**config.mk**
```make
export PLATFORM = sky130hd
export DESIGN_NAME = ddr3_mr_sequencer
export DESIGN_NICKNAME = d
export VERILOG_FILES = /design/src/rtl/ddr3_seq_pkg.sv /design/src/rtl/ddr3_addr_mirror.sv /design/src/rtl/ddr3_mr_word.sv /design/src/rtl/ddr3_dwell_timer.sv /design/src/rtl/ddr3_mr_sequencer.sv
export SDC_FILE = /design/constraint.sdc
export NUM_CORES = 1
export LEC_CHECK = 0
export BUFFER_PORTS_ARGS = -buffer_cell sky130_fd_sc_hd__buf_2
export CAP_MARGIN = 20
export CORE_MARGIN = 2
export CORE_UTILIZATION = 49
export DETAILED_ROUTE_END_ITERATION = 12
export PLACE_DENSITY = 0.77
export SYNTH_ARGS = -nofsm -noshare
export SYNTH_HDL_FRONTEND = slang
export SYNTH_SLANG_ARGS = --single-unit
export TNS_END_PERCENT = 10
```
**constraint.sdc**
```tcl
create_clock -name clk -period 2.5 [get_ports clk]
set_clock_uncertainty 0.05 [all_clocks]
set_input_delay 0 -clock clk [delete_from_list [all_inputs] [get_ports clk]]
set_output_delay 0 -clock clk [all_outputs]
set_load 0.05 [all_outputs]
```
**src/rtl/ddr3_seq_pkg.sv**
```systemverilog
package ddr3_seq_pkg;

  localparam int ROW_W  = 16;
  localparam int BANK_W = 3;

  typedef enum logic [3:0] {
    CMD_NORMAL = 4'd0,
    CMD_NOP    = 4'd1,
    CMD_MODE0  = 4'd2,
    CMD_MODE1  = 4'd3,
    CMD_MODE2  = 4'd4,
    CMD_MODE3  = 4'd5,
    CMD_ZQLONG = 4'd6
  } seq_cmd_e;

  typedef enum logic [2:0] {
    STEP_NOP = 3'd0,
    STEP_MR2 = 3'd1,
    STEP_MR3 = 3'd2,
    STEP_MR1 = 3'd3,
    STEP_MR0 = 3'd4,
    STEP_ZQ  = 3'd5
  } seq_step_e;

  typedef enum logic [1:0] {
    FSM_IDLE = 2'd0,
    FSM_HOLD = 2'd1,
    FSM_GAP  = 2'd2
  } seq_fsm_e;

endpackage

```
**src/rtl/ddr3_addr_mirror.sv**
```systemverilog
module ddr3_addr_mirror
  import ddr3_seq_pkg::*;
#(
  parameter int SWAP_LO = 3,
  parameter int SWAP_HI = 8
) (
  input  logic              en,
  input  logic [ROW_W-1:0]  addr_in,
  input  logic [BANK_W-1:0] ba_in,
  output logic [ROW_W-1:0]  addr_out,
  output logic [BANK_W-1:0] ba_out
);

  // Adjacent pairs starting at SWAP_LO trade places when enabled.
  for (genvar g = 0; g < ROW_W; g++) begin : g_row
    if (g >= SWAP_LO && g <= SWAP_HI) begin : g_sw
      localparam int PEER = (((g - SWAP_LO) % 2) == 0) ? g + 1 : g - 1;
      assign addr_out[g] = en ? addr_in[PEER] : addr_in[g];
    end else begin : g_pass
      assign addr_out[g] = addr_in[g];
    end
  end

  assign ba_out = en ? {ba_in[BANK_W-1:2], ba_in[0], ba_in[1]} : ba_in;

endmodule

```
**src/rtl/ddr3_mr_word.sv**
```systemverilog
module ddr3_mr_word
  import ddr3_seq_pkg::*;
#(
  parameter int NUM_RANKS = 4,
  localparam int RK_W  = $clog2(NUM_RANKS),
  localparam int DIMMS = NUM_RANKS / 2,
  localparam int DM_W  = (DIMMS > 1) ? $clog2(DIMMS) : 1
) (
  input  seq_step_e               step,
  input  logic [RK_W-1:0]         rank_idx,
  input  logic [3:0]              cas_lat,
  input  logic [3:0]              wr_rec,
  input  logic [2:0]              freq_idx,
  input  logic [3*NUM_RANKS-1:0]  rtt_nom,
  input  logic [2*NUM_RANKS-1:0]  rtt_wr,
  input  logic [DIMMS-1:0]        dimm_mirror,
  output seq_cmd_e                cmd,
  output logic [BANK_W-1:0]       ba,
  output logic [ROW_W-1:0]        addr
);

  logic [ROW_W-1:0]  raw_addr;
  logic [BANK_W-1:0] raw_ba;
  logic [2:0]        nom_code;
  logic [1:0]        wr_code;
  logic [DM_W-1:0]   dimm_idx;
  logic              swap_en;

  assign nom_code = rtt_nom[int'(rank_idx)*3 +: 3];
  assign wr_code  = rtt_wr[int'(rank_idx)*2 +: 2];
  assign dimm_idx = DM_W'(rank_idx >> 1);
  assign swap_en  = rank_idx[0] & dimm_mirror[dimm_idx];

  always_comb begin
    raw_addr = '0;
    raw_ba   = '0;
    cmd      = CMD_NOP;
    case (step)
      STEP_MR2: begin
        cmd           = CMD_MODE2;
        raw_ba        = BANK_W'(2);
        raw_addr[5:3]  = freq_idx;
        raw_addr[10:9] = wr_code;
      end
      STEP_MR3: begin
        cmd    = CMD_MODE3;
        raw_ba = BANK_W'(3);
      end
      STEP_MR1: begin
        cmd           = CMD_MODE1;
        raw_ba        = BANK_W'(1);
        raw_addr[4:2] = nom_code;
        raw_addr[1]   = 1'b1;
      end
      STEP_MR0: begin
        cmd            = CMD_MODE0;
        raw_addr[3]    = 1'b1;
        raw_addr[8]    = 1'b1;
        raw_addr[12]   = 1'b1;
        raw_addr[6:4]  = 3'(cas_lat - 4'd4);
        raw_addr[11:9] = 3'(wr_rec - 4'd4);
      end
      STEP_ZQ: begin
        cmd          = CMD_ZQLONG;
        raw_addr[10] = 1'b1;
      end
      default: cmd = CMD_NOP;
    endcase
  end

  ddr3_addr_mirror u_mirror (
    .en       (swap_en),
    .addr_in  (raw_addr),
    .ba_in    (raw_ba),
    .addr_out (addr),
    .ba_out   (ba)
  );

endmodule

```
**src/rtl/ddr3_dwell_timer.sv**
```systemverilog
module ddr3_dwell_timer #(
  parameter int CNT_W = 8
) (
  input  logic             clk,
  input  logic             rst_n,
  input  logic             load,
  input  logic [CNT_W-1:0] load_val,
  output logic             zero
);

  logic [CNT_W-1:0] cnt_q, cnt_n;
  logic             cnt_en;

  assign zero   = (cnt_q == '0);
  assign cnt_en = load | ~zero;

  always_comb begin
    if (load) cnt_n = load_val;
    else      cnt_n = cnt_q - CNT_W'(1);
  end

  always_ff @(posedge clk or negedge rst_n) begin
    if (!rst_n)      cnt_q <= '0;
    else if (cnt_en) cnt_q <= cnt_n;
  end

  AST_TMR_PARKED: assert property (@(posedge clk) disable iff (!rst_n)
    (zero && !load) |=> zero);
  AST_TMR_STEP: assert property (@(posedge clk) disable iff (!rst_n)
    (!zero && !load) |=> (cnt_q == $past(cnt_q) - CNT_W'(1)));

endmodule

```
**src/rtl/ddr3_mr_sequencer.sv**
```systemverilog
module ddr3_mr_sequencer
  import ddr3_seq_pkg::*;
#(
  parameter int NUM_RANKS   = 4,
  parameter int POWERUP_CYC = 160000,
  parameter int HOLD_CYC    = 8000,
  parameter int GAP_CYC     = 800,
  localparam int RK_W    = $clog2(NUM_RANKS),
  localparam int DIMMS   = NUM_RANKS / 2,
  localparam int MAX_A   = (POWERUP_CYC > HOLD_CYC) ? POWERUP_CYC : HOLD_CYC,
  localparam int MAX_CYC = (MAX_A > GAP_CYC) ? MAX_A : GAP_CYC,
  localparam int CNT_W   = $clog2(MAX_CYC + 1)
) (
  input  logic                    clk,
  input  logic                    rst_n,
  input  logic                    start_i,
  input  logic                    resume_i,
  input  logic [NUM_RANKS-1:0]    rank_present_i,
  input  logic [DIMMS-1:0]        dimm_mirror_i,
  input  logic [3:0]              cas_lat_i,
  input  logic [3:0]              wr_rec_i,
  input  logic [2:0]              freq_idx_i,
  input  logic [3*NUM_RANKS-1:0]  rtt_nom_i,
  input  logic [2*NUM_RANKS-1:0]  rtt_wr_i,
  output logic [3:0]              cmd_o,
  output logic [BANK_W-1:0]       ba_o,
  output logic [ROW_W-1:0]        addr_o,
  output logic [NUM_RANKS-1:0]    cs_o,
  output logic                    busy_o,
  output logic                    done_o
);

  seq_fsm_e  state_q, state_n;
  seq_step_e step_q, step_n, step_t;
  logic [RK_W-1:0] rank_q, rank_n, rank_t;
  logic done_q, done_n;

  logic [3:0]           cmd_q, cmd_n;
  logic [BANK_W-1:0]    ba_q, ba_n;
  logic [ROW_W-1:0]     addr_q, addr_n;
  logic [NUM_RANKS-1:0] cs_q, cs_n;
  logic                 out_en;

  logic issue, go_normal;
  logic tmr_load, tmr_zero;
  logic [CNT_W-1:0] tmr_val;

  logic first_ok, next_ok;
  logic [RK_W-1:0] first_idx, next_idx;

  seq_cmd_e          w_cmd;
  logic [BANK_W-1:0] w_ba;
  logic [ROW_W-1:0]  w_addr;

  // Lowest populated rank overall, and lowest one above the current rank.
  always_comb begin
    first_ok  = 1'b0;
    first_idx = '0;
    next_ok   = 1'b0;
    next_idx  = '0;
    for (int i = NUM_RANKS - 1; i >= 0; i--) begin
      if (rank_present_i[i]) begin
        first_ok  = 1'b1;
        first_idx = RK_W'(i);
      end
      if (rank_present_i[i] && (i > int'(rank_q))) begin
        next_ok  = 1'b1;
        next_idx = RK_W'(i);
      end
    end
  end

  // Next-state logic.
  always_comb begin
    state_n   = state_q;
    done_n    = done_q;
    step_t    = step_q;
    rank_t    = rank_q;
    issue     = 1'b0;
    go_normal = 1'b0;
    tmr_load  = 1'b0;
    tmr_val   = '0;
    case (state_q)
      FSM_IDLE: begin
        if (start_i) begin
          if (resume_i || !first_ok) begin
            done_n = 1'b1;
          end else begin
            done_n   = 1'b0;
            issue    = 1'b1;
            rank_t   = first_idx;
            step_t   = STEP_NOP;
            state_n  = FSM_HOLD;
            tmr_load = 1'b1;
            tmr_val  = CNT_W'(POWERUP_CYC - 1);
          end
        end
      end
      FSM_HOLD: begin
        if (tmr_zero) begin
          go_normal = 1'b1;
          state_n   = FSM_GAP;
          tmr_load  = 1'b1;
          tmr_val   = CNT_W'(GAP_CYC - 1);
        end
      end
      FSM_GAP: begin
        if (tmr_zero) begin
          if (step_q != STEP_ZQ) begin
            issue    = 1'b1;
            step_t   = seq_step_e'(step_q + 3'd1);
            state_n  = FSM_HOLD;
            tmr_load = 1'b1;
            tmr_val  = CNT_W'(HOLD_CYC - 1);
          end else if (next_ok) begin
            issue    = 1'b1;
            rank_t   = next_idx;
            step_t   = STEP_NOP;
            state_n  = FSM_HOLD;
            tmr_load = 1'b1;
            tmr_val  = CNT_W'(POWERUP_CYC - 1);
          end else begin
            state_n = FSM_IDLE;
            done_n  = 1'b1;
          end
        end
      end
      default: state_n = FSM_IDLE;
    endcase
    step_n = step_t;
    rank_n = rank_t;
  end

  ddr3_mr_word #(.NUM_RANKS(NUM_RANKS)) u_word (
    .step        (step_t),
    .rank_idx    (rank_t),
    .cas_lat     (cas_lat_i),
    .wr_rec      (wr_rec_i),
    .freq_idx    (freq_idx_i),
    .rtt_nom     (rtt_nom_i),
    .rtt_wr      (rtt_wr_i),
    .dimm_mirror (dimm_mirror_i),
    .cmd         (w_cmd),
    .ba          (w_ba),
    .addr        (w_addr)
  );

  // Bus next values: a new command, the return to normal, or hold.
  assign out_en = issue | go_normal;

  always_comb begin
    if (issue) begin
      cmd_n  = w_cmd;
      ba_n   = w_ba;
      addr_n = w_addr;
      cs_n   = NUM_RANKS'(1) << rank_t;
    end else begin
      cmd_n  = CMD_NORMAL;
      ba_n   = '0;
      addr_n = '0;
      cs_n   = '0;
    end
  end

  ddr3_dwell_timer #(.CNT_W(CNT_W)) u_timer (
    .clk      (clk),
    .rst_n    (rst_n),
    .load     (tmr_load),
    .load_val (tmr_val),
    .zero     (tmr_zero)
  );

  always_ff @(posedge clk or negedge rst_n) begin
    if (!rst_n) begin
      state_q <= FSM_IDLE;
      step_q  <= STEP_NOP;
      rank_q  <= '0;
      done_q  <= 1'b0;
    end else begin
      state_q <= state_n;
      done_q  <= done_n;
      if (issue) begin
        step_q <= step_n;
        rank_q <= rank_n;
      end
    end
  end

  always_ff @(posedge clk or negedge rst_n) begin
    if (!rst_n) begin
      cmd_q  <= CMD_NORMAL;
      ba_q   <= '0;
      addr_q <= '0;
      cs_q   <= '0;
    end else if (out_en) begin
      cmd_q  <= cmd_n;
      ba_q   <= ba_n;
      addr_q <= addr_n;
      cs_q   <= cs_n;
    end
  end

  assign cmd_o  = cmd_q;
  assign ba_o   = ba_q;
  assign addr_o = addr_q;
  assign cs_o   = cs_q;
  assign busy_o = (state_q != FSM_IDLE);
  assign done_o = done_q;

  AST_CS_ONEHOT: assert property (@(posedge clk) disable iff (!rst_n)
    $onehot0(cs_q));
  AST_CS_IN_GAP: assert property (@(posedge clk) disable iff (!rst_n)
    (cmd_q == CMD_NORMAL) |-> (cs_q == '0));
  AST_HOLD_STABLE: assert property (@(posedge clk) disable iff (!rst_n)
    (state_q == FSM_HOLD && !tmr_zero) |=> ($stable(cmd_q) && $stable(addr_q) && $stable(ba_q)));
  AST_NOP_ADDR: assert property (@(posedge clk) disable iff (!rst_n)
    (cmd_q == CMD_NOP) |-> (addr_q == '0));
  AST_DONE_IDLE: assert property (@(posedge clk) disable iff (!rst_n)
    done_q |-> (state_q == FSM_IDLE));
  AST_RESUME_SKIP: assert property (@(posedge clk) disable iff (!rst_n)
    (state_q == FSM_IDLE && start_i && resume_i) |=> (done_q && cmd_q == CMD_NORMAL));
  AST_BUSY_START: assert property (@(posedge clk) disable iff (!rst_n)
    (state_q == FSM_HOLD && !tmr_zero && start_i) |=> (state_q == FSM_HOLD));

endmodule

```
# [Word-level counts from Yosys, hierarchy flattened]
# Index checks and enable logic that the tools add are counted.
[classes] n_addsub=4 multipliers=1 magnitude_cmp=4 n_eq_ne=14 n_shift=3 muxes=79 n_bitwise=4 reduce_logical=11
[ops] cell="18-bit 2-to-1 mux" count=6
[ops] cell="18-bit one-hot mux with 3 select lines" count=1
[ops] cell="2-bit 2-to-1 mux" count=19
[ops] cell="12-bit by 32-bit variable part select with 3-bit output" count=1
[ops] cell="1-bit 2-to-1 mux" count=31
[ops] cell="18-bit logical NOT" count=1
[ops] cell="3-bit 2-to-1 mux" count=6
[ops] cell="2-bit one-hot mux with 3 select lines" count=3
[ops] cell="18-bit by 1-bit subtractor with 18-bit output (second input constant)" count=1
[ops] cell="3-bit one-hot mux with 5 select lines" count=1
[ops] cell="13-bit 2-to-1 mux" count=1
[ops] cell="10-bit 2-to-1 mux" count=1
[ops] cell="4-bit 2-to-1 mux" count=2
[ops] cell="2-bit != test (second input constant)" count=4
[ops] cell="1-bit one-hot mux with 2 select lines" count=4
[ops] cell="8-bit by 4-bit variable part select with 2-bit output" count=1
[ops] cell="3-bit by 2-bit == test with 1-bit output (second input constant)" count=2
[ops] cell="3-bit == test (second input constant)" count=2
[ops] cell="1-bit one-hot mux with 3 select lines" count=2
[ops] cell="3-bit one-hot mux with 2 select lines" count=1
[ops] cell="3-bit subtractor (second input constant)" count=2
[ops] cell="5-bit AND reduction" count=1
[ops] cell="2-bit greater-than comparator (first input constant)" count=2
[ops] cell="2-bit by 2-bit multiplier with 4-bit output (second input constant)" count=1
[ops] cell="19 further kinds" count=24
[totals] reg_bits=53 inputBits=41 output_inout_bits=29 wordCells=129

# [Logic depth before layout (Yosys ltp)]
# Gate-level depths: netlist (run 1).
[depth] word_depth=14 depth_mapped=13 ltp_nobuf=12

# [Hierarchy]
# Synthesis (run 1) repeated with hierarchy kept, for this count alone.
[hier_totals] cells_unflattened=320 hier_area_um2=3318.2
[modules_own_cells] module="ddr3_mr_sequencer" n_inst=1 cells_per_inst=142 area_per_inst_um2=1625.3 seq_area_each_um2=875.8
[modules_own_cells] module="ddr3_dwell_timer" n_inst=1 cells_per_inst=109 area_per_inst_um2=1094.8 seq_area_each_um2=450.4
[modules_own_cells] module="ddr3_mr_word" n_inst=1 cells_per_inst=49 area_per_inst_um2=384.1 seq_area_each_um2=0.0
[modules_own_cells] module="ddr3_addr_mirror" n_inst=1 cells_per_inst=20 area_per_inst_um2=214.0 seq_area_each_um2=0.0

# [Worst setup path before layout (run 1)]
# Ideal clock, no wire load.
[synth_path] kind="reg2reg" from="register u_timer.cnt_q[0]" to="register cmd_q[2] (netlist: cmd_o[2])" setup_ns=0.067 arrival_time_ns=2.331 required_time_ns=2.383 slack_ns=0.052 stages_incl_launch_ff=12 path_buffers=2 period_less_slack_ns=2.448 cell_sequence="dfrtp_1 > inv_1 > ha_1 > nor4b_2 > nand3_1 > a211oi_1 > o22a_1 > buf_2 > buf_2 > ha_1 > o21ai_1 > a22o_1"
[synth_via] elab_chain_cells=6 elab_cells_between_ends=15 cone_classes="eq/ne (5); mux (8); bitwise (1); reduce/logical (1)"
[synth_rtl] element="start, declared" line="ddr3_dwell_timer.sv:11" rtl="logic [CNT_W-1:0] cnt_q, cnt_n;"
[synth_rtl] element="start signal, assigned" line="ddr3_dwell_timer.sv:24" rtl="else if (cnt_en) cnt_q <= cnt_n;"
[synth_rtl] element="18-bit logical NOT (*)" line="ddr3_dwell_timer.sv:14" rtl="assign zero = (cnt_q == '0);"
[synth_rtl] element="3-bit 2-to-1 mux" line="ddr3_mr_sequencer.sv:108" rtl="if (tmr_zero) begin"
[synth_rtl] element="3-bit one-hot mux with 2 select lines" line="ddr3_mr_sequencer.sv:83" rtl="case (state_q)"
[synth_rtl] element="3-bit == test (tied with other cells)" line="ddr3_mr_word.sv:38" rtl="case (step)"
[synth_rtl] element="3-bit one-hot mux with 5 select lines" line="ddr3_mr_word.sv:38"
[synth_rtl] element="4-bit 2-to-1 mux" line="ddr3_mr_sequencer.sv:152" rtl="if (issue) begin"
[synth_rtl] element="end signal, assigned" line="ddr3_mr_sequencer.sv:196" rtl="cmd_q <= cmd_n;"
[synth_rtl] element="end, declared" line="ddr3_mr_sequencer.sv:38" rtl="logic [3:0] cmd_q, cmd_n;"
# Mark *: on every way between the ends. The rest lies on a longest branch, timed or not.
# A chain may end at the register's enable or synchronous reset.

# [Final worst setup path (run 1)]
[layout_path] from="register u_timer.cnt_q[0]" to="register addr_q[4] (netlist: addr_o[4])"
[layout_via] elab_chain_cells=8 elab_cells_between_ends=21 cone_classes="mul (1); eq/ne (3); shift (1); mux (13); bitwise (2); reduce/logical (1)"
[layout_rtl] element="18-bit logical NOT (*)" line="ddr3_dwell_timer.sv:14"
[layout_rtl] element="2-bit 2-to-1 mux" line="ddr3_mr_sequencer.sv:108"
[layout_rtl] element="2-bit one-hot mux with 2 select lines" line="ddr3_mr_sequencer.sv:83"
[layout_rtl] element="2-bit by 2-bit multiplier with 4-bit output / 1-bit 2-to-1 mux (equally long branches)" line="ddr3_mr_word.sv:29, ddr3_mr_word.sv:32"
[layout_rtl] element="12-bit by 32-bit variable part select with 3-bit output / 1-bit 2-to-1 mux (equally long branches)" line="ddr3_mr_word.sv:29, ddr3_mr_word.sv:32"
[layout_rtl] element="2-bit one-hot mux with 3 select lines / 1-bit bitwise AND (equally long branches)" line="ddr3_mr_word.sv:38, ddr3_mr_word.sv:32"
[layout_rtl] element="1-bit 2-to-1 mux" line="ddr3_addr_mirror.sv:18" rtl="assign addr_out[g] = en ? addr_in[PEER] : addr_in[g];"
[layout_rtl] element="13-bit 2-to-1 mux" line="ddr3_mr_sequencer.sv:152"
[layout_rtl] element="end signal, assigned" line="ddr3_mr_sequencer.sv:198" rtl="addr_q <= addr_n;"
[layout_rtl] element="end, declared" line="ddr3_mr_sequencer.sv:40" rtl="logic [ROW_W-1:0] addr_q, addr_n;"
# Mark *: on every way between the ends. The rest lies on a longest branch, timed or not. The select of a mux whose other input is x is not followed.

==> impl_metrics.ini, run 1 <==
[floorplan]
dieWidth_microns = 81.7
placeableCoreArea_sq_um = 5890
rows = 28
start_util_pct = 50.2
dieHeight_microns = 81.7
floorplan.die_area_sq_um = 6670
design.portCount = 70

[clock_tree]
clock_sinks = 47
clk_path_buf_depth = 2
clk_pin_slew_ns = 0.11
cts_root_buf = clkbuf_8
tritoncts = built
clk-insertion-delay-late_ns = 0.32
clock_tree.htree_level_count = 2
cts_inserted_buffers = 5

[outcome]
result_of_the_run = finished with violations
failed_checks = setup timing

[placed_design]
io_buffers = 61
gp_congestion = 0.912
detailed_place.area_sq_um = 3660
place_hpwl_microns = 5420

[grt]
number_of_global_route_vias_before_repair = 2719
antenna_found_initial = 0
grt_start_max_net_pins = 48
grt_pass1_wl_microns = 12300
grt_util_all_layers_pct = 23.4
grt_remaining_overflow = 0

[detailed_routing]
vias_per_cell = 5.46
firstDrtPassIters = 4
drc_errors = 0
avgRoutedWirePerCell_microns = 14.8
detail-route-antenna-nets = 0
vias = 2811
drt_first_iter_violations = 119
routed_wl_microns = 7640

[yosys]
synth.largest_area_cell = dfrtp_1
synthSimpleGateAreaFrac_pct = 25.0
synth_edf_count = 0
ys.warnings.count = 0
proportion_of_synthesized_flip_flops_having_asynchronous_set_or_reset_pct = 100
synth.cell_area_sq_um = 2960
synth_adder_area_share_pct = 2.54
synth_compound_area_share_pct = 16.1
share_of_the_synthesized_area_in_the_top_cell_type_pct = 39.8
synth_xor_area_share_pct = 4.74
synth_sequential_area_ratio_pct = 39.8
top_reg_cell_synth = dfrtp_1
post_synthesis_cell_count = 320
yosys_register_bits = 47
synth_cell_type_count = 64
main_area_contributors_after_synthesis = dfrtp_1 (40%), nand2_1 (5.8%), mux2i_1 (4.1%)
largest_family_of_logic_cells_by_synthesized_area = simple AND/OR/NAND/NOR gates
syn-mean-instance-area_sq_um = 9.24
synth_mux_area_share_pct = 6.22

[timing]
max_slew_margin_pct = 54.9
setup-violations-final = 9
max_slew.worst_pin.slew_ns = 0.675
min_period_ns = 2.67
finalHoldViolCount = 0
grt_setup_unrepaired = true
report.final.slew_viol_count = 0
maxClockFrequency_ghz = 0.375
setup_slack_ns = -0.170
period_share_pct = 107
hold_ws_ns = 0.00414

[setup_path]
cp_slowest_cell = dfrtp_1
critPathArrivalTime_ns = 2.83
timing.critical_path.slowest_cell_delay_ns = 0.41
path_class = flop to flop
crit_path_start_kind = flop
required_ns = 2.66
worstSetupEndpointType = flop
ff2ff_setup_slack_ns = -0.17
cpLargestDelayFamily = simple AND/OR/NAND/NOR gates
crit_path_frequent_cell = mux2_4
critical_path.cell_chain = inv_2, ha_4, nor4b_4, nand2_2, nor4_4, o21a_2, buf_6, mux2_4, mux2_4, o21ai_2, o21ai_1
cp.buffers_inverters = 2
crit_fanout = 5

[run]
drv.max_cap_violation_count = 0

[finish]
final-seq-area_sq_um = 1180
mostFrequentLayoutCell = buf_2
postLayoutCoreUtil_pct = 67.8
post_route_cells_drive_above_1_share_pct = 38.6
most-common-layout-cells = buf_2 (61), buf_4 (53), dfrtp_1 (47)
finalNetCount = 486
layout-area-overhead-vs-synth_pct = 35.0
area_of_the_multi_input_gates_sq_um = 1740
final_design_area_no_fill_sq_um = 3990
fill_cells = 455
num_antenna_cells = 0

[power_and_ir_drop]
cellLeakagePower_nw = 1.88
irDropWorstVdd_uv = 362
cellPowerDensity_nw_per_um2 = 368

[hold_path]
min_path_type = input pin to flop
-- layout make-up --
class,instances,share of cell area [%]
clock buffers,5,1.73
flip-flops and latches,47,29.5
repair buffers,124,20.9
inverters,13,1.22
multi-input cells,248,43.6
clock inverters,3,0.721
well taps,75,2.35
-- worst reg2reg max path: stages (launching register included) --
cell	delay, ns
dfrtp_1	0.41
inv_2	0.08
ha_4	0.12
nor4b_4	0.31
nand2_2	0.15
nor4_4	0.32
o21a_2	0.24
buf_6	0.11
mux2_4	0.29
mux2_4	0.26
o21ai_2	0.14
o21ai_1	0.09
-- report_power, final --
group          internal, mW  leakage, nW  switching [mW]  total (mW)
Combinational        0.0767         1.24          0.0986       0.175
Sequential            0.769        0.581         0.00835       0.777
Clock                 0.212       0.0511           0.305       0.516
-- synth_stat cells (all sizes together), types with 3 or more instances --
cell type	instances
nor4	7
nand2	46
nor2b	3
or4	3
o211a	3
or3	5
clkbuf	4
mux2	5
a21oi	12
nor2	28
inv	13
xor2	9
o22a	3
xnor2	7
nand4	6
a211oi	4
buf	13
o21ai	26
o211ai	3
nor3	5
and2	3
dfrtp	47
nand2b	5
nor4b	3
nand3	10
ha	6
mux2i	12
-- kinds of logic (layout without fill, tap and decap cells) --
family / after synthesis / count (layout)
AO/OA/AOI/OAI: 70 / 70
XOR/XNOR: 16 / 16
adder cells (fa/ha/maj): 6 / 6
buffers and inverters: 30 / 145
flip-flops: 47 / 47
multiplexers: 17 / 17
other: 1 / 6
AND/OR/NAND/NOR: 133 / 133
-- per-stage QoR --
step           setup TNS, ns  power (mW)  cells  setup slack, ns
3_5_place_dp          -0.816       0.951    494           -0.162
6_report              -0.434        1.47    515           -0.170
3_3_place_gp         -0.0495       0.947    494          -0.0153
4_1_cts               -0.185        1.47    510          -0.0498
2_1_floorplan              0       0.881    325           0.0517
5_1_grt                -2.26        1.53    515           -0.270
-- what timing repair did --
action,4_1_cts,5_1_grt
pin swaps,1,7
hold endpoints to repair,52,0
endpoints found under the setup margin,23,20
gates resized for setup,5,18
hold buffers,6,0
setup buffers,2,4
-- flip-flops by register name, indices dropped and copies added, names as in the netlist --
signal,cells
addr_o,12
u_timer.cnt_q,18
rank_q,2
cmd_o,3
done_o,1
cs_o,4
ba_o,2
step_q,3
state_q,2
-- worst paths after layout --
kind | start | end | cells after the start
setup / recovery | u_timer.cnt_q[0]$_DFFE_PN0P_ | addr_o[4]$_DFFE_PN0P_ | 11
max in group asynchronous | rst_n | u_timer.cnt_q[1]$_DFFE_PN0P_ | 3
hold / removal | wr_rec_i[1] | addr_o[10]$_DFFE_PN0P_ | 5
setup reg to reg | u_timer.cnt_q[0]$_DFFE_PN0P_ | addr_o[4]$_DFFE_PN0P_ | 11
hold reg to reg | addr_o[1]$_DFFE_PN0P_ | addr_o[1]$_DFFE_PN0P_ | 2
min in group asynchronous | rst_n | u_timer.cnt_q[9]$_DFFE_PN0P_ | 2
-- routing by layer --
| metal | vias to the layer above | routed length, microns | track usage, % |
|---|---|---|---|
| met5 | - | 0 | 0 |
| met4 | 0 | 97 | 5.33 |
| met3 | 11 | 324 | 3.52 |
| met2 | 74 | 3950 | 42.0 |
| met1 | 1357 | 3270 | 29.6 |
| li1 | 1369 | - | - |
Power figures use the tool's default switching activity.
==> inputs of run 2 (changes only) <==
--- a/config.mk
+++ b/config.mk
@@ -6,4 +6,5 @@
 export NUM_CORES = 1
 export LEC_CHECK = 0
+export ABC_AREA = 1
 export BUFFER_PORTS_ARGS = -buffer_cell sky130_fd_sc_hd__buf_2
 export CAP_MARGIN = 20
@@ -11,5 +12,5 @@
 export CORE_UTILIZATION = 49
 export DETAILED_ROUTE_END_ITERATION = 12
-export PLACE_DENSITY = 0.77
+export PLACE_DENSITY = 0.76
 export SYNTH_ARGS = -nofsm -noshare
 export SYNTH_HDL_FRONTEND = slang
==> constraint.sdc (replaced) <==
create_clock -name clk -period 2.5 [get_ports clk]
set_clock_uncertainty 0.05 [all_clocks]
set_input_delay 0.125 -clock clk [delete_from_list [all_inputs] [get_ports clk]]
set_output_delay 0.125 -clock clk [all_outputs]
set_load 0.05 [all_outputs]
==> run 2 against run 1 <==
Against the previous run:
- the run now ends clean
- final cell count rose by 13%
- register-to-register slack improved by 0.38 ns
- non-clock buffer count fell by 52
- count of clock-buffer cells in the layout did not move
- sequential cell count did not move
- sequential share of layout area rose by 2.5 points
- power fell by 0.97%
- synthesized cell count rose by 35%
==> impl_metrics.ini, run 2 <==
[yosys]
proportion_of_synthesized_flip_flops_having_asynchronous_set_or_reset_pct = 100
yosys_register_bits = 47
yosysMostFrequentCell = nand2_1
synth_edf_count = 0
share_of_the_synthesized_area_in_the_top_cell_type_pct = 38.2
top_reg_cell_synth = dfrtp_1
synth_cell_type_count = 37
post_synthesis_cell_count = 433
synth.largest_area_cell = dfrtp_1
synth_sequential_area_ratio_pct = 38.2
main_area_contributors_after_synthesis = dfrtp_1 (38%), nand2_1 (14%), nand3_1 (7.1%)
syn-mean-instance-area_sq_um = 7.12
ys.warnings.count = 0
netlist_top_cells_count = nand2_1 (116), inv_1 (55), dfrtp_1 (47)
synth.cell_area_sq_um = 3080

[finish]
post_route_cells_drive_above_1_share_pct = 24.2
layout-area-overhead-vs-synth_pct = 19.4
mostFrequentLayoutCell = nand2_1
finalNetCount = 551
most-common-layout-cells = nand2_1 (115), buf_2 (61), inv_1 (54)
largest_register_ff_count = 18
num_antenna_cells = 0
top_register_by_number_of_flip_flops = u_timer.cnt_q

[setup_path]
crit_path_frequent_cell = nand2_1
required_ns = 2.65
ff2ff_setup_slack_ns = 0.21
crit_fanout = 11
cp_slowest_cell = dfrtp_1
cp.buffers_inverters = 2
crit_path_start_kind = flop
path_class = flop to flop
critPathArrivalTime_ns = 2.43
critical_path.cell_chain = inv_2, ha_4, nand2_1, nor2_1, nand2_1, nor2_4, nand3_1, nand2_1, nand2_2, nand2_4, buf_6, nand2_1, nand3_1, nand2_1, nand2_1, nand3_1, nand3_1, nand2_1
worstSetupEndpointType = flop
cpLargestDelayFamily = simple AND/OR/NAND/NOR gates
timing.critical_path.slowest_cell_delay_ns = 0.42

[clock_tree]
clk-insertion-delay-late_ns = 0.31
clock_sinks = 47
cts_root_buf = clkbuf_8
clk_pin_slew_ns = 0.10
tritoncts = built
clk_path_buf_depth = 2
cts_inserted_buffers = 5
clock_tree.htree_level_count = 2

[power_and_ir_drop]
clk_network_pwr_share_pct = 39.4
cellPowerDensity_nw_per_um2 = 395
comb_power_share_pct = 8.3
intPower_mw = 1.10
cellLeakagePower_nw = 1.96
pwr-share-seq_pct = 52.3
swShare_pct = 24.1
irDropWorstVdd_uv = 266
switching_power_mw = 0.351

[placed_design]
place_hpwl_microns = 5530
detailedPlace.worstSlack_ns = 0.120
gp_congestion = 0.897
io_buffers = 61

[timing]
setup_slack_ns = 0.212
report.final.slew_viol_count = 0
finalHoldViolCount = 0
setup-violations-final = 0
period_share_pct = 91.5
maxClockFrequency_ghz = 0.437
tns_ns = 0
min_period_ns = 2.29
grt_setup_unrepaired = false

[floorplan]
start_util_pct = 51.4
placeableCoreArea_sq_um = 5990
rows = 28
dieHeight_microns = 83.3
design.portCount = 70
floorplan.die_area_sq_um = 6940
dieWidth_microns = 83.3

[outcome]
result_of_the_run = finished clean

[hold_path]
min_path_type = input pin to flop

[run]
drv.max_cap_violation_count = 0

[detailed_routing]
avgRoutedWirePerCell_microns = 12.3
vias = 2948
detail-route-antenna-nets = 0
drc_errors = 0
drt_first_iter_violations = 189
routed_wl_microns = 7160
firstDrtPassIters = 4
vias_per_cell = 5.08

[grt]
grt_remaining_overflow = 0
number_of_global_route_vias_before_repair = 2902
grt_util_all_layers_pct = 21.4
grt_start_max_net_pins = 48
grt_pass1_wl_microns = 12500
antenna_found_initial = 0
run 2: cell types whose count changed after synthesis, moves of 6 or more:
cell,delta
inv_1,+44
inv_2,+9
mux2i_1,-12
nand2_1,+70
nand3_1,+35
nor2_1,+10
nor2_2,+6
nor2_4,+6
o21ai_1,+9
run 2: routing by layer:
layer  global-route usage (%)  vias up  part of all wire [%]
met3                     4.37       12                   5.2
met1                     24.9     1363                    42
met4                     6.11        0                   1.4
met5                        0        -                     0
li1                         -     1504                     -
met2                     39.5       69                    51
run 2: kinds of logic (layout without fill, tap and decap cells):
kind of cell    after synthesis  count (layout)  synth area share [%]
xor+xnor                      8               8                  2.27
fa+ha+maj                     6               6                  2.44
buf+inv                      81             148                  11.2
other cells                   1               6                 0.122
compound gates               59              59                  10.9
simple gates                231             231                  34.9
flops                        47              47                  38.2
run 2: stage by stage:
stage	hold slack, ns	util [%]	power [mW]	area, sq um	instances
after floorplan	-0.221	-	0.841	3100	438
after global placement	0.259	57.7	0.885	3460	567
after detailed placement	0.262	57.7	0.887	3460	567
after CTS	0.0266	59.9	1.45	3590	577
after global routing	0.0589	61.4	1.51	3680	580
final	0.0260	61.4	1.45	3680	580
run 2: worst paths after layout:
kind / cells after the start / from / end
hold / removal: 3 / wr_rec_i[0] / addr_o[9]$_DFFE_PN0P_
setup / recovery: 18 / u_timer.cnt_q[0]$_DFFE_PN0P_ / addr_o[3]$_DFFE_PN0P_
setup reg to reg: 18 / u_timer.cnt_q[0]$_DFFE_PN0P_ / addr_o[3]$_DFFE_PN0P_
max in group asynchronous: 3 / rst_n / rank_q[0]$_DFFE_PN0P_
min in group asynchronous: 2 / rst_n / u_timer.cnt_q[4]$_DFFE_PN0P_
hold reg to reg: 2 / addr_o[10]$_DFFE_PN0P_ / addr_o[10]$_DFFE_PN0P_
run 2: final cells by class:
cell class	count	area, sq um
clock inverters	3	43.8
multi-input cells	310	1620
fillers	556	2310
flip-flops and latches	47	1180
inverters	68	268
repair buffers	72	409
clock buffers	5	68.8
well taps	75	93.8
run 2: power groups by stage:
stage | clock [mW] | combinational, mW | sequential (mW)
after floorplan | 0 | 0.0651 | 0.776
after global placement | 0 | 0.109 | 0.776
after detailed placement | 0 | 0.111 | 0.776
after CTS | 0.580 | 0.113 | 0.761
after global routing | 0.609 | 0.135 | 0.761
final | 0.573 | 0.120 | 0.761
run 2: tightest hold or removal path, delay by kind of cell:
family / cells / cell delay, ns
AND/OR/NAND/NOR: 2 / 0.15
buffers and inverters: 1 / 0.08
run 2: repair_timing:
item	in CTS	in global routing
setup buffers	0	2
endpoints found under the hold margin	19	0
hold buffers	2	0
gates resized for setup	0	16
setup endpoints to repair	0	9
==> inputs of run 3 (changes only) <==
CORE_UTILIZATION = 51   (was 49)
PLACE_DENSITY = 0.77   (was 0.76)
SYNTH_HIERARCHICAL = 1   (was not set)
==> run 3 against run 2 <==
Against the previous run:
- the flow now finishes with violations (setup timing)
- critical path depth is the same
- maximum frequency shrank 15%
- via count grew 27%
- core utilization grew 8.9 points
- highest routed layer unchanged
- count of clock-buffer cells in the layout is the same
- first-iteration DRC count grew 21%
- hold slack gained 0.030 ns
- largest power group is now combinational cells
- routed wire length grew 33%
==> impl_metrics.ini, run 3 <==
[setup_path]
crit_path_frequent_cell = nand2_1
path_class = flop to flop
reg2reg_depth = 18
worstSetupPathDepth = 18
crit_path_start_kind = flop
timing.critical_path.slowest_cell_delay_ns = 0.42
required_ns = 2.70
cp_slowest_cell = dfrtp_1
worstSetupEndpointType = flop
crit_fanout = 4
ff2ff_setup_slack_ns = -0.18
critical_path.cell_chain = nor2_2, inv_1, nor2_1, nand3_4, nor3_4, buf_6, buf_4, nand3_1, nand2_1, a21oi_2, buf_4, nor3_1, nand2_1, nand2_1, nand2_1, nand2_1, nand2_1, nand2_1
r2r-start = u_timer/cnt_q[14]$_DFFE_PN0P_
critPathArrivalTime_ns = 2.88
cpLargestDelayFamily = simple AND/OR/NAND/NOR gates
cp.buffers_inverters = 4
r2r_end = ba_o[0]$_DFFE_PN0P_

[timing]
setup-violations-final = 19
maxClockFrequency_ghz = 0.373
tns_ns = -2.09
max_slew.worst_pin.slew_ns = 0.822
max_slew_margin_pct = 45.2
hold_ws_ns = 0.0561
setup_slack_ns = -0.181
grt_setup_unrepaired = true
report.final.slew_viol_count = 0
min_period_ns = 2.68
finalHoldViolCount = 0
period_share_pct = 107

[grt]
antenna_found_initial = 0
grt_start_max_net_pins = 37
number_of_global_route_vias_before_repair = 3479
grt_remaining_overflow = 0
grt_pass1_wl_microns = 14900
grt_util_all_layers_pct = 24.0

[floorplan]
placeableCoreArea_sq_um = 6870
rows = 30
dieWidth_microns = 88.6
design.portCount = 70
start_util_pct = 53.1
floorplan.die_area_sq_um = 7840
dieHeight_microns = 88.6

[power_and_ir_drop]
irDropWorstVdd_uv = 291
cellLeakagePower_nw = 2.74
switching_power_mw = 1.30
intPower_mw = 2.01
pwr-share-seq_pct = 34.4
clk_network_pwr_share_pct = 18.2
swShare_pct = 39.3
comb_power_share_pct = 47.4
cellPowerDensity_nw_per_um2 = 686
power_mw = 3.32

[yosys]
post_synthesis_cell_count = 528
netlist_top_cells_count = nand2_1 (211), dfrtp_1 (53), inv_1 (46)
synth.cell_area_sq_um = 3650
synth_edf_count = 0
synth_cell_type_count = 48
yosysMostFrequentCell = nand2_1
synth.largest_area_cell = dfrtp_1
synth_sequential_area_ratio_pct = 36.4
ys.warnings.count = 6
yosys_register_bits = 53
syn-mean-instance-area_sq_um = 6.91
share_of_the_synthesized_area_in_the_top_cell_type_pct = 36.4
main_area_contributors_after_synthesis = dfrtp_1 (36%), nand2_1 (22%), nand3_1 (5.1%)
proportion_of_synthesized_flip_flops_having_asynchronous_set_or_reset_pct = 100
top_reg_cell_synth = dfrtp_1

[outcome]
failed_checks = setup timing
result_of_the_run = finished with violations

[placed_design]
io_buffers = 67
place_hpwl_microns = 6630
placed_cells_incl_taps = 731
detailed_place.area_sq_um = 4430
detailedPlace.worstSlack_ns = -0.212
gp_congestion = 0.871

[detailed_routing]
vias = 3746
avgRoutedWirePerCell_microns = 12.6
drc_errors = 0
vias_per_cell = 4.94
detail-route-antenna-nets = 0
drt_first_iter_violations = 229
firstDrtPassIters = 4
routed_wl_microns = 9550

[finish]
fill_cells = 546
most-common-layout-cells = nand2_1 (208), buf_4 (68), buf_2 (67)
num_antenna_cells = 0
mostFrequentLayoutCell = nand2_1
final-seq-area_sq_um = 1330
top_register_by_number_of_flip_flops = u_timer/cnt_q
finalNetCount = 707
layout-area-overhead-vs-synth_pct = 32.6
largest_register_ff_count = 18
post_route_cells_drive_above_1_share_pct = 34.4
postLayoutCoreUtil_pct = 70.4
area_of_the_multi_input_gates_sq_um = 2090
final_design_area_no_fill_sq_um = 4830
instances_no_fill = 758

[run]
drv.max_cap_violation_count = 0

[clock_tree]
clk_path_buf_depth = 2
cts_inserted_buffers = 5
clk-insertion-delay-late_ns = 0.30
cts_root_buf = clkbuf_8
tritoncts = built
clk_pin_slew_ns = 0.11
clock_tree.htree_level_count = 2
clock_sinks = 53

[hold_path]
holdPathStages = 5
min_path_type = input pin to flop
holdPathEnd = addr_o[9]$_DFFE_PN0P_
hold_path_startpoint = wr_rec_i[0]
-- run 3: cell types whose count changed after synthesis, moves of 6 or more --
cell     change
nand3_1      -7
o21ai_1     -12
buf_4        +7
inv_1        -9
nand2_1     +95
nor2_1       +7
dfrtp_1      +6
nor2_2       +6
a21oi_2      +9
-- run 3: kinds of logic after synthesis --
| kind of cell | count (synthesis) | share of synthesized area (%) |
|---|---|---|
| DFF | 53 | 36.4 |
| other | 2 | 0.206 |
| xor gates and xnor gates | 2 | 0.481 |
| AOI/OAI and AO/OA | 51 | 8.61 |
| buffers and inverters | 84 | 11.9 |
| adders and majority gates | 5 | 1.72 |
| and+or+nand+nor | 331 | 40.7 |
-- run 3: final cells by class --
type / count / area share, %
clock inverter: 3 / 0.958
timing repair buffer: 143 / 19.6
sequential: 53 / 27.4
multi-input combinational: 399 / 43.2
tap: 96 / 2.49
inverter: 59 / 4.89
clock buffer: 5 / 1.42
-- run 3: worst register-to-register path, stage by stage, from the launching register on --
cell and delay, ns:
dfrtp_1 0.42, nor2_2 0.13, inv_1 0.06, nor2_1 0.19, nand3_4 0.12, nor3_4 0.25
buf_6 0.16, buf_4 0.12, nand3_1 0.10, nand2_1 0.12, a21oi_2 0.08, buf_4 0.14
nor3_1 0.24, nand2_1 0.08, nand2_1 0.09, nand2_1 0.07, nand2_1 0.08, nand2_1 0.05
nand2_1 0.08
-- run 3: worst max-delay path by stage --
stage	startpoint	to	slack [ns]
2_1_floorplan	u_timer/cnt_q[1]$_DFFE_PN0P_	addr_o[10]$_DFFE_PN0P_	-0.06
3_3_place_gp	u_timer/cnt_q[4]$_DFFE_PN0P_	addr_o[3]$_DFFE_PN0P_	-0.1
3_5_place_dp	u_timer/cnt_q[4]$_DFFE_PN0P_	addr_o[4]$_DFFE_PN0P_	-0.21
4_1_cts	u_timer/cnt_q[4]$_DFFE_PN0P_	addr_o[5]$_DFFE_PN0P_	-0.07
5_1_grt	u_timer/cnt_q[0]$_DFFE_PN0P_	addr_o[6]$_DFFE_PN0P_	-0.36
6_report	u_timer/cnt_q[14]$_DFFE_PN0P_	ba_o[0]$_DFFE_PN0P_	-0.18
-- run 3: what timing repair did --
action	in CTS	in global routing
pin swaps	6	16
resized for setup	17	21
gates cloned	0	0
setup endpoints to repair	15	35
setup buffers	8	10
hold endpoints to repair	35	0
hold buffers	2	0
-- run 3: layer usage --
metal / track usage [%] / up-vias / routed length, microns
met2: 44.1 / 119 / 4900
met4: 6.34 / 0 / 104
li1: - / 1895 / -
met1: 29.6 / 1724 / 4020
met3: 2.89 / 8 / 518
met5: 0 / - / 0
-- run 3: power by group through the flow --
stage	clock [mW]	sequential, mW	combinational (mW)
floorplan	0	1.22	0.887
global placement	0	1.14	1.39
detailed placement	0	1.15	1.45
CTS	0.612	1.14	1.50
global route	0.647	1.16	1.74
finish	0.603	1.14	1.57
